<file path="config.mk">
export PLATFORM = sky130hd
export DESIGN_NAME = addr_window_bridge
export DESIGN_NICKNAME = d
export VERILOG_FILES = /design/src/rtl/addr_window_pkg.sv /design/src/rtl/awb_base_reg.sv /design/src/rtl/awb_rd_tracker.sv /design/src/rtl/addr_window_bridge.sv
export SDC_FILE = /design/constraint.sdc
export NUM_CORES = 1
export LEC_CHECK = 0
export BUFFER_PORTS_ARGS = -buffer_cell sky130_fd_sc_hd__buf_2
export CELL_PAD_IN_SITES_DETAIL_PLACEMENT = 0
export CELL_PAD_IN_SITES_GLOBAL_PLACEMENT = 1
export CORE_UTILIZATION = 35
export CTS_BUF_LIST = sky130_fd_sc_hd__clkbuf_16
export DETAILED_ROUTE_END_ITERATION = 6
export GPL_TIMING_DRIVEN = 0
export PLACE_DENSITY_LB_ADDON = 0.3
export SLEW_MARGIN = 20
export SYNTH_ARGS = -nofsm -noshare
export SYNTH_HDL_FRONTEND = slang
export SYNTH_SLANG_ARGS = --single-unit
</file>
<file path="constraint.sdc">
create_clock -name clk -period 6 [get_ports clk]
set_input_delay 1.5 -clock clk [delete_from_list [all_inputs] [get_ports clk]]
set_output_delay 1.5 -clock clk [all_outputs]
set_load 0.01 [all_outputs]
</file>
<file path="src/rtl/addr_window_pkg.sv">
package addr_window_pkg;

    localparam int UP_AW   = 32;
    localparam int DN_AW   = 33;
    localparam int DW      = 32;
    localparam int BEW     = DW / 8;
    localparam int WIN_LEN = 4096;

    typedef enum logic [1:0] {
        RGN_WIN  = 2'd0,
        RGN_BASE = 2'd1,
        RGN_VOID = 2'd2
    } region_e;

    typedef struct packed {
        logic            valid;
        logic [DW-1:0]   data;
    } local_rsp_t;

    function automatic region_e classify(input logic [UP_AW-1:0] a,
                                         input logic [UP_AW-1:0] win_len);
        if (a < win_len)       return RGN_WIN;
        else if (a == win_len) return RGN_BASE;
        else                   return RGN_VOID;
    endfunction

endpackage

</file>
<file path="src/rtl/awb_base_reg.sv">
module awb_base_reg
    import addr_window_pkg::*;
#(
    parameter int DATA_W = DW
) (
    input  logic                  clk,
    input  logic                  rst,
    input  logic                  wr_en,
    input  logic [DATA_W/8-1:0]   be,
    input  logic [DATA_W-1:0]     wdata,
    output logic [DATA_W-1:0]     base
);
    localparam int LANES = DATA_W / 8;

    for (genvar g = 0; g < LANES; g++) begin : g_lane
        always_ff @(posedge clk) begin
            if (rst)
                base[8*g +: 8] <= '0;
            else if (wr_en && be[g])
                base[8*g +: 8] <= wdata[8*g +: 8];
        end
    end


    base_reset_chk: assert property (@(posedge clk)
        $past(rst) |-> base == '0);


    base_hold_chk: assert property (@(posedge clk) disable iff (rst)
        !$past(wr_en) |-> $stable(base));
endmodule

</file>
<file path="src/rtl/awb_rd_tracker.sv">
module awb_rd_tracker #(
    parameter int MAX_OUT = 8
) (
    input  logic clk,
    input  logic rst,
    input  logic issue,
    input  logic retire,
    output logic idle,
    output logic full
);
    localparam int CNT_W = $clog2(MAX_OUT + 1);

    logic [CNT_W-1:0] cnt;

    always_ff @(posedge clk) begin
        if (rst)
            cnt <= '0;
        else if (issue && !retire)
            cnt <= cnt + CNT_W'(1);
        else if (!issue && retire && cnt != '0)
            cnt <= cnt - CNT_W'(1);
    end

    assign idle = (cnt == '0);
    assign full = (cnt == CNT_W'(MAX_OUT));


    cnt_limit_chk: assert property (@(posedge clk) disable iff (rst)
        cnt <= CNT_W'(MAX_OUT));


    no_issue_full_chk: assert property (@(posedge clk) disable iff (rst)
        full |-> !issue);
endmodule

</file>
<file path="src/rtl/addr_window_bridge.sv">
module addr_window_bridge
    import addr_window_pkg::*;
#(
    parameter int MAX_OUT = 8
) (
    input  logic              clk,
    input  logic              rst,
    input  logic [UP_AW-1:0]  up_addr,
    input  logic              up_rd,
    input  logic              up_wr,
    output logic              up_ardy,
    input  logic [BEW-1:0]    up_be,
    input  logic [DW-1:0]     up_wdata,
    output logic [DW-1:0]     up_rdata,
    output logic              up_rvalid,
    output logic [DN_AW-1:0]  dn_addr,
    output logic              dn_rd,
    output logic              dn_wr,
    input  logic              dn_ardy,
    output logic [BEW-1:0]    dn_be,
    output logic [DW-1:0]     dn_wdata,
    input  logic [DW-1:0]     dn_rdata,
    input  logic              dn_rvalid
);
    localparam logic [UP_AW-1:0] WIN_END = UP_AW'(WIN_LEN);

    region_e     rgn;
    logic        in_win;
    logic [DW-1:0] base;
    logic        rd_idle;
    logic        rd_full;
    logic        fwd_rd_acc;
    logic        loc_rd_acc;
    logic        base_wr;
    local_rsp_t  rsp_q;

    assign rgn    = classify(up_addr, WIN_END);
    assign in_win = (rgn == RGN_WIN);

    // forwarding path
    assign dn_addr  = DN_AW'(base) + DN_AW'(up_addr);
    assign dn_rd    = up_rd && in_win && !rd_full;
    assign dn_wr    = up_wr && in_win;
    assign dn_be    = up_be;
    assign dn_wdata = up_wdata;

    always_comb begin
        if (in_win)
            up_ardy = dn_ardy && !(up_rd && rd_full);
        else if (up_rd)
            up_ardy = rd_idle;
        else
            up_ardy = 1'b1;
    end

    assign fwd_rd_acc = dn_rd && dn_ardy;
    assign loc_rd_acc = up_rd && !in_win && rd_idle;
    assign base_wr    = up_wr && (rgn == RGN_BASE);

    awb_base_reg #(.DATA_W(DW)) u_base (
        .clk   (clk),
        .rst   (rst),
        .wr_en (base_wr),
        .be    (up_be),
        .wdata (up_wdata),
        .base  (base)
    );

    awb_rd_tracker #(.MAX_OUT(MAX_OUT)) u_trk (
        .clk    (clk),
        .rst    (rst),
        .issue  (fwd_rd_acc),
        .retire (dn_rvalid),
        .idle   (rd_idle),
        .full   (rd_full)
    );

    always_ff @(posedge clk) begin
        if (rst) begin
            rsp_q <= '0;
        end else begin
            rsp_q.valid <= loc_rd_acc;
            rsp_q.data  <= (rgn == RGN_BASE) ? base : '0;
        end
    end

    assign up_rvalid = rsp_q.valid || dn_rvalid;
    assign up_rdata  = rsp_q.valid ? rsp_q.data : dn_rdata;


    local_rsp_due_chk: assert property (@(posedge clk) disable iff (rst)
        (up_rd && up_ardy && !in_win) |=> up_rvalid);


    rsp_collide_chk: assert property (@(posedge clk) disable iff (rst)
        !(rsp_q.valid && dn_rvalid));


    dn_only_win_chk: assert property (@(posedge clk) disable iff (rst)
        (dn_rd || dn_wr) |-> (up_addr < WIN_END));


    void_wr_ignored_chk: assert property (@(posedge clk) disable iff (rst)
        (up_wr && rgn == RGN_VOID) |=> $stable(base));


    base_full_wr_chk: assert property (@(posedge clk) disable iff (rst)
        (up_wr && up_ardy && rgn == RGN_BASE && up_be == '1)
            |=> base == $past(up_wdata));
endmodule

</file>
[Word-level counts from Yosys, hierarchy flattened]
Index checks and enable logic that the tools add are counted.
Word-level totals
  bits in registers: 69
  input bits: 106
  output and inout port bits: 105
  word-level logic and storage cells: 49
Cells by class
  add/sub/neg operators: 3
  order comparisons: 1
  equality and inequality tests: 3
  muxes and demuxes: 7
  bitwise logic cells: 1
  reduce and logical (&&, ||, !) cells: 27
Operators by type and width (count)
  $add 32x32->33: 1
  $eq 32x13->1 const B: 1
  $lt 32x13->1 const B: 1
  $mux 32: 1
  $logic_and 1x1->1: 16
  $mux 4: 2
  $logic_not 1->1: 5
  $add 4x1->4 const B: 1
  $eq 4x4->1 const B: 1
  $logic_not 4->1: 1
  $mux 2: 2
  $reduce_bool 4->1: 1
  $sub 4x1->4 const B: 1
  $eq 2x1->1 const B: 1
  $logic_not 2->1: 1
  $mux 1: 2
  $reduce_bool 2->1: 1
  $reduce_or 2->1: 1
  $logic_or 1x1->1: 1
  $not 1->1: 1

[Longest topological paths before layout]
  depth in word-level cells: 12
  depth in mapped cells: 11
  depth with buffers taken out: 11

[Cells and area by module]
Synthesis repeated with hierarchy kept, for this count alone.
Unflattened totals
  cells, all modules: 598
  area total of the unflattened synthesis: 5207.5 µm²
Modules (own cells, without submodules)
  addr_window_bridge: times used 1, cells an instance 423, area each 3447.1 µm², sequential area each 660.6 µm²
  awb_base_reg: times used 1, cells an instance 146, area each 1463.9 µm², sequential area each 640.6 µm²
  awb_rd_tracker: times used 1, cells an instance 29, area each 296.5 µm², sequential area each 80.1 µm²

[Worst setup path before layout]
OpenSTA, ideal clock, no wires.
  kind: input to output
  start point: input port up_addr[0]
  end point: output port dn_addr[14]
  data arrival time: 3.551 ns
  data required time: 4.500 ns
  setup slack: 0.949 ns
  stages on the path: 10
  path buffers: 0
  path through: ha_1 > inv_1 > fa_1 > and2b_1 > o2111ai_1 > a31o_2 > a2111oi_0 > o31ai_1 > nor2b_1 > xnor2_1
On the way
  cells in the longest elaborated chain, start to end: 1
Ends and longest elaborated chain
  start, declared: RTL line addr_window_bridge.sv:8  | input logic [UP_AW-1:0] up_addr,
  $add 32x32->33: RTL line addr_window_bridge.sv:41  | assign dn_addr = DN_AW'(base) + DN_AW'(up_addr);
  end, declared: RTL line addr_window_bridge.sv:16  | output logic [DN_AW-1:0] dn_addr,
No other way between the ends.

[Worst setup path after layout]
Same ends and word-level chain as after synthesis.

==> flow_metrics.env <==
export IMPL_startpoint_type="input pin"
export IMPL_worstRegToRegCells=10
export IMPL_cts_resized=0
export IMPL_yosys_warnings=0
export IMPL_synth_top_area_frac=0.278
export IMPL_synth_largest_area_cell="dfxtp_1"
export IMPL_cts_buffer_depth=2
export IMPL_ctsHoldBuffers=0
export IMPL_path_class="input pin to output pin"
export IMPL_syn_area_mm2=0.00497
export IMPL_powerDensity_mw_per_mm2=225
export IMPL_antenna_found_initial=0
export IMPL_viasPerCell=4.93
export IMPL_overflow=0
export IMPL_min_to="rsp_q[19]$_SDFF_PP0_"
export IMPL_yosys_top_cells_area="dfxtp_1, ha_1, mux2_2"
export IMPL_ios=211
export IMPL_drtIter0Drc=207
export IMPL_peakVddDrop_mv=0.128
export IMPL_drt_wl_total_um=15000
export IMPL_synthTopCellsByCount="dfxtp_1, nor2_1, buf_4"
export IMPL_core_area_mm2=0.0139
export IMPL_netlist_instances=579
export IMPL_fin_skew_ns=0.00379
export IMPL_drc_errors=0
export IMPL_timing_slew_headroom=0.606
export IMPL_post_cts_buffers=0
export IMPL_timing_final_max_slew_violations=0
export IMPL_max_freq_ghz=0.181
export IMPL_antenna_left=0
export IMPL_cts_root_buffer="clkbuf_16"
export IMPL_worst_slew_pin_transition_ns=0.585
export IMPL_cts_htree_levels=3
export IMPL_cp_max_fo=5
export IMPL_routedWlPerCell_um=15.3
export IMPL_combPwrFrac=0.248
export IMPL_dpl_cell_area_mm2=0.00624
export IMPL_first_global_vias=4546
export IMPL_ys_types=61
export IMPL_internal_power_w=0.00110
export IMPL_avgSynthCellArea_um2=8.58
export IMPL_clk_pin_slew_ns=0.05
export IMPL_io_buffer_count=210
export IMPL_cp_required_ns=4.50
export IMPL_fin_crit_sh=0.921
export IMPL_clock_sinks=69
export IMPL_arrival_ns=4.02
export IMPL_setup_viol=0
export IMPL_synthFlopType="dfxtp_1"
export IMPL_fin_setup_tns_ns=0
export IMPL_cts_tree="done"
export IMPL_multi_input_area_mm2=0.00315
export IMPL_rsz0062_at_grt="false"
export IMPL_grt_start_max_net_pins=13
export IMPL_drt_pass1_iter_count=5
export IMPL_start_util=0.358
export IMPL_synth_edf_count=0
export IMPL_min_path_cells=1
export IMPL_power_leakage_nw=3.39
export IMPL_ys_seq_elements=69
export IMPL_num_vias=4857
export IMPL_seq_area_mm2=0.00138
export IMPL_grt_use_total=0.204
export IMPL_rows=43
export IMPL_gp_congestion=0.863
export IMPL_clk_latency_ns=0.33
export IMPL_die_h_um=121
export IMPL_status="finished, final reports clean"
export IMPL_dieArea_mm2=0.0147
export IMPL_reg2reg_to="u_trk.cnt[3]$_SDFFE_PP0P_"
export IMPL_layout_drive_gt1_share=0.394
export IMPL_syn_to_final_growth_pct=33.0
export IMPL_ys_seq_area_frac=0.278
export IMPL_end_kind="output pin"
export IMPL_p_clk_frac=0.428
export IMPL_r2r_start="u_trk.cnt[0]$_SDFFE_PP0P_"
export IMPL_hold_viol=0
export IMPL_grt_pass1_wl_um=22800
export IMPL_final_nets=942
export IMPL_fin_area_mm2=0.00661
export IMPL_dp_hpwl_um=12700
export IMPL_switching_share=0.263
export IMPL_p_sw_w=0.000391
export IMPL_hold_class="flip-flop to flip-flop"
export IMPL_synth_async_reset_ratio=0
export IMPL_fill_cells=1405
export IMPL_numCtsBuffers=9
export IMPL_hold_path_startpoint="u_base.base[19]$_SDFFE_PP0P_"
export IMPL_chipWidth_um=121
export IMPL_syn_nets=721
export IMPL_p_seq_frac=0.324
export IMPL_fin_crit_ns=5.52
export IMPL_r2r_slack_ns=3.30
export IMPL_cap_violations=0
export IMPL_n_antenna_cell=0
[metrics by stage]
stage               hold WS (ns)  setup slack [ns]  utilization  power, W  cells
detailed placement         0.500             0.496        0.450  0.000862    969
CTS                        0.508             0.482        0.476   0.00150    985
finish                     0.506             0.476        0.476   0.00149    985
global placement           0.492             0.500        0.450  0.000851    969
global route               0.527             0.322        0.476   0.00156    985
floorplan                  0.457             0.949            -  0.000721    579
[final cells by class]
cell class / count / share of cell area
buffer: 58 / 0.0566
inverter: 17 / 0.00966
clock buffer: 9 / 0.0341
clock inverter: 7 / 0.0208
tap: 180 / 0.0341
multi-input combinational: 435 / 0.477
timing repair buffer: 210 / 0.159
sequential: 69 / 0.209
[state kept, by name, summed over array words and instances (netlist names)]
signal	cells
rsp_q	33
u_base.base	32
u_trk.cnt	4
[worst max-delay path, cell delays in order]
cell and delay (ns):
buf_2 0.11, ha_1 0.16, inv_1 0.05, fa_1 0.41
and2b_1 0.24, o2111ai_1 0.13, a31o_2 0.32, a2111oi_0 0.46
o31ai_1 0.19, nor2b_1 0.17, xnor2_1 0.13, buf_2 0.15
[cell usage in the layout (no fill, tap or decap), types with 3 or more instances in the layout]
master | Yosys | layout
a211oi_1 | 4 | 4
a21o_1 | 8 | 8
a21oi_1 | 33 | 33
a31oi_1 | 3 | 3
and2_1 | 32 | 32
and3_1 | 3 | 3
buf_2 | 2 | 212
buf_4 | 41 | 41
bufinv_16 | 0 | 4
clkbuf_1 | 15 | 15
clkbuf_16 | 0 | 9
dfxtp_1 | 69 | 69
ha_1 | 34 | 34
inv_1 | 17 | 17
mux2_2 | 33 | 33
mux2i_1 | 33 | 33
nand2_1 | 27 | 27
nand2_4 | 4 | 4
nand3_1 | 15 | 15
nand4_1 | 6 | 6
nor2_1 | 69 | 69
nor2b_1 | 6 | 6
nor3_1 | 15 | 15
nor4_1 | 10 | 10
o211ai_1 | 4 | 4
o21a_1 | 5 | 5
o21ai_0 | 14 | 14
o21bai_1 | 4 | 4
or3_1 | 3 | 3
xnor2_1 | 17 | 17
xor2_1 | 9 | 9
[per-layer routing]
layer / track usage / part of all wire / wire (um) / vias to the layer above
met3: 0.0258 / 0.055 / 824 / 15
li1: - / - / - / 2462
met5: 0 / 0 / 0 / -
met2: 0.329 / 0.46 / 6920 / 159
met4: 0.0610 / 0.014 / 210 / 0
met1: 0.282 / 0.47 / 7090 / 2221
[cells by family (layout without fill, tap and decap cells)]
| kind of cell | after synthesis | after routing | share of synthesized area |
|---|---|---|---|
| adders and majority gates | 36 | 36 | 0.0937 |
| and+or+nand+nor | 206 | 206 | 0.215 |
| xor gates and xnor gates | 26 | 26 | 0.0458 |
| AOI/OAI and AO/OA | 101 | 101 | 0.139 |
| buffers and inverters | 75 | 301 | 0.0881 |
| DFF | 69 | 69 | 0.278 |
| muxes | 66 | 66 | 0.141 |
[power groups by stage]
stage | Sequential (W) | Combinational (W) | Clock, W
6_report | 0.000482 | 0.000369 | 0.000638
5_1_grt | 0.000484 | 0.000405 | 0.000669
3_5_place_dp | 0.000492 | 0.000369 | 0
2_1_floorplan | 0.000489 | 0.000232 | 0
3_3_place_gp | 0.000491 | 0.000361 | 0
4_1_cts | 0.000483 | 0.000372 | 0.000649
[worst max path at each step]
stage / start / cells after the start / slack, ns / endpoint
after floorplan: up_addr[0] / 10 / 0.95 / dn_addr[14]
after global placement: up_addr[0] / 12 / 0.50 / dn_addr[14]
after detailed placement: up_addr[0] / 12 / 0.50 / dn_addr[14]
after CTS: up_addr[0] / 12 / 0.48 / dn_addr[14]
after global routing: up_addr[0] / 12 / 0.32 / dn_addr[14]
final: up_addr[0] / 12 / 0.48 / dn_addr[14]
Note: power is estimated with default switching activity, not from simulation.
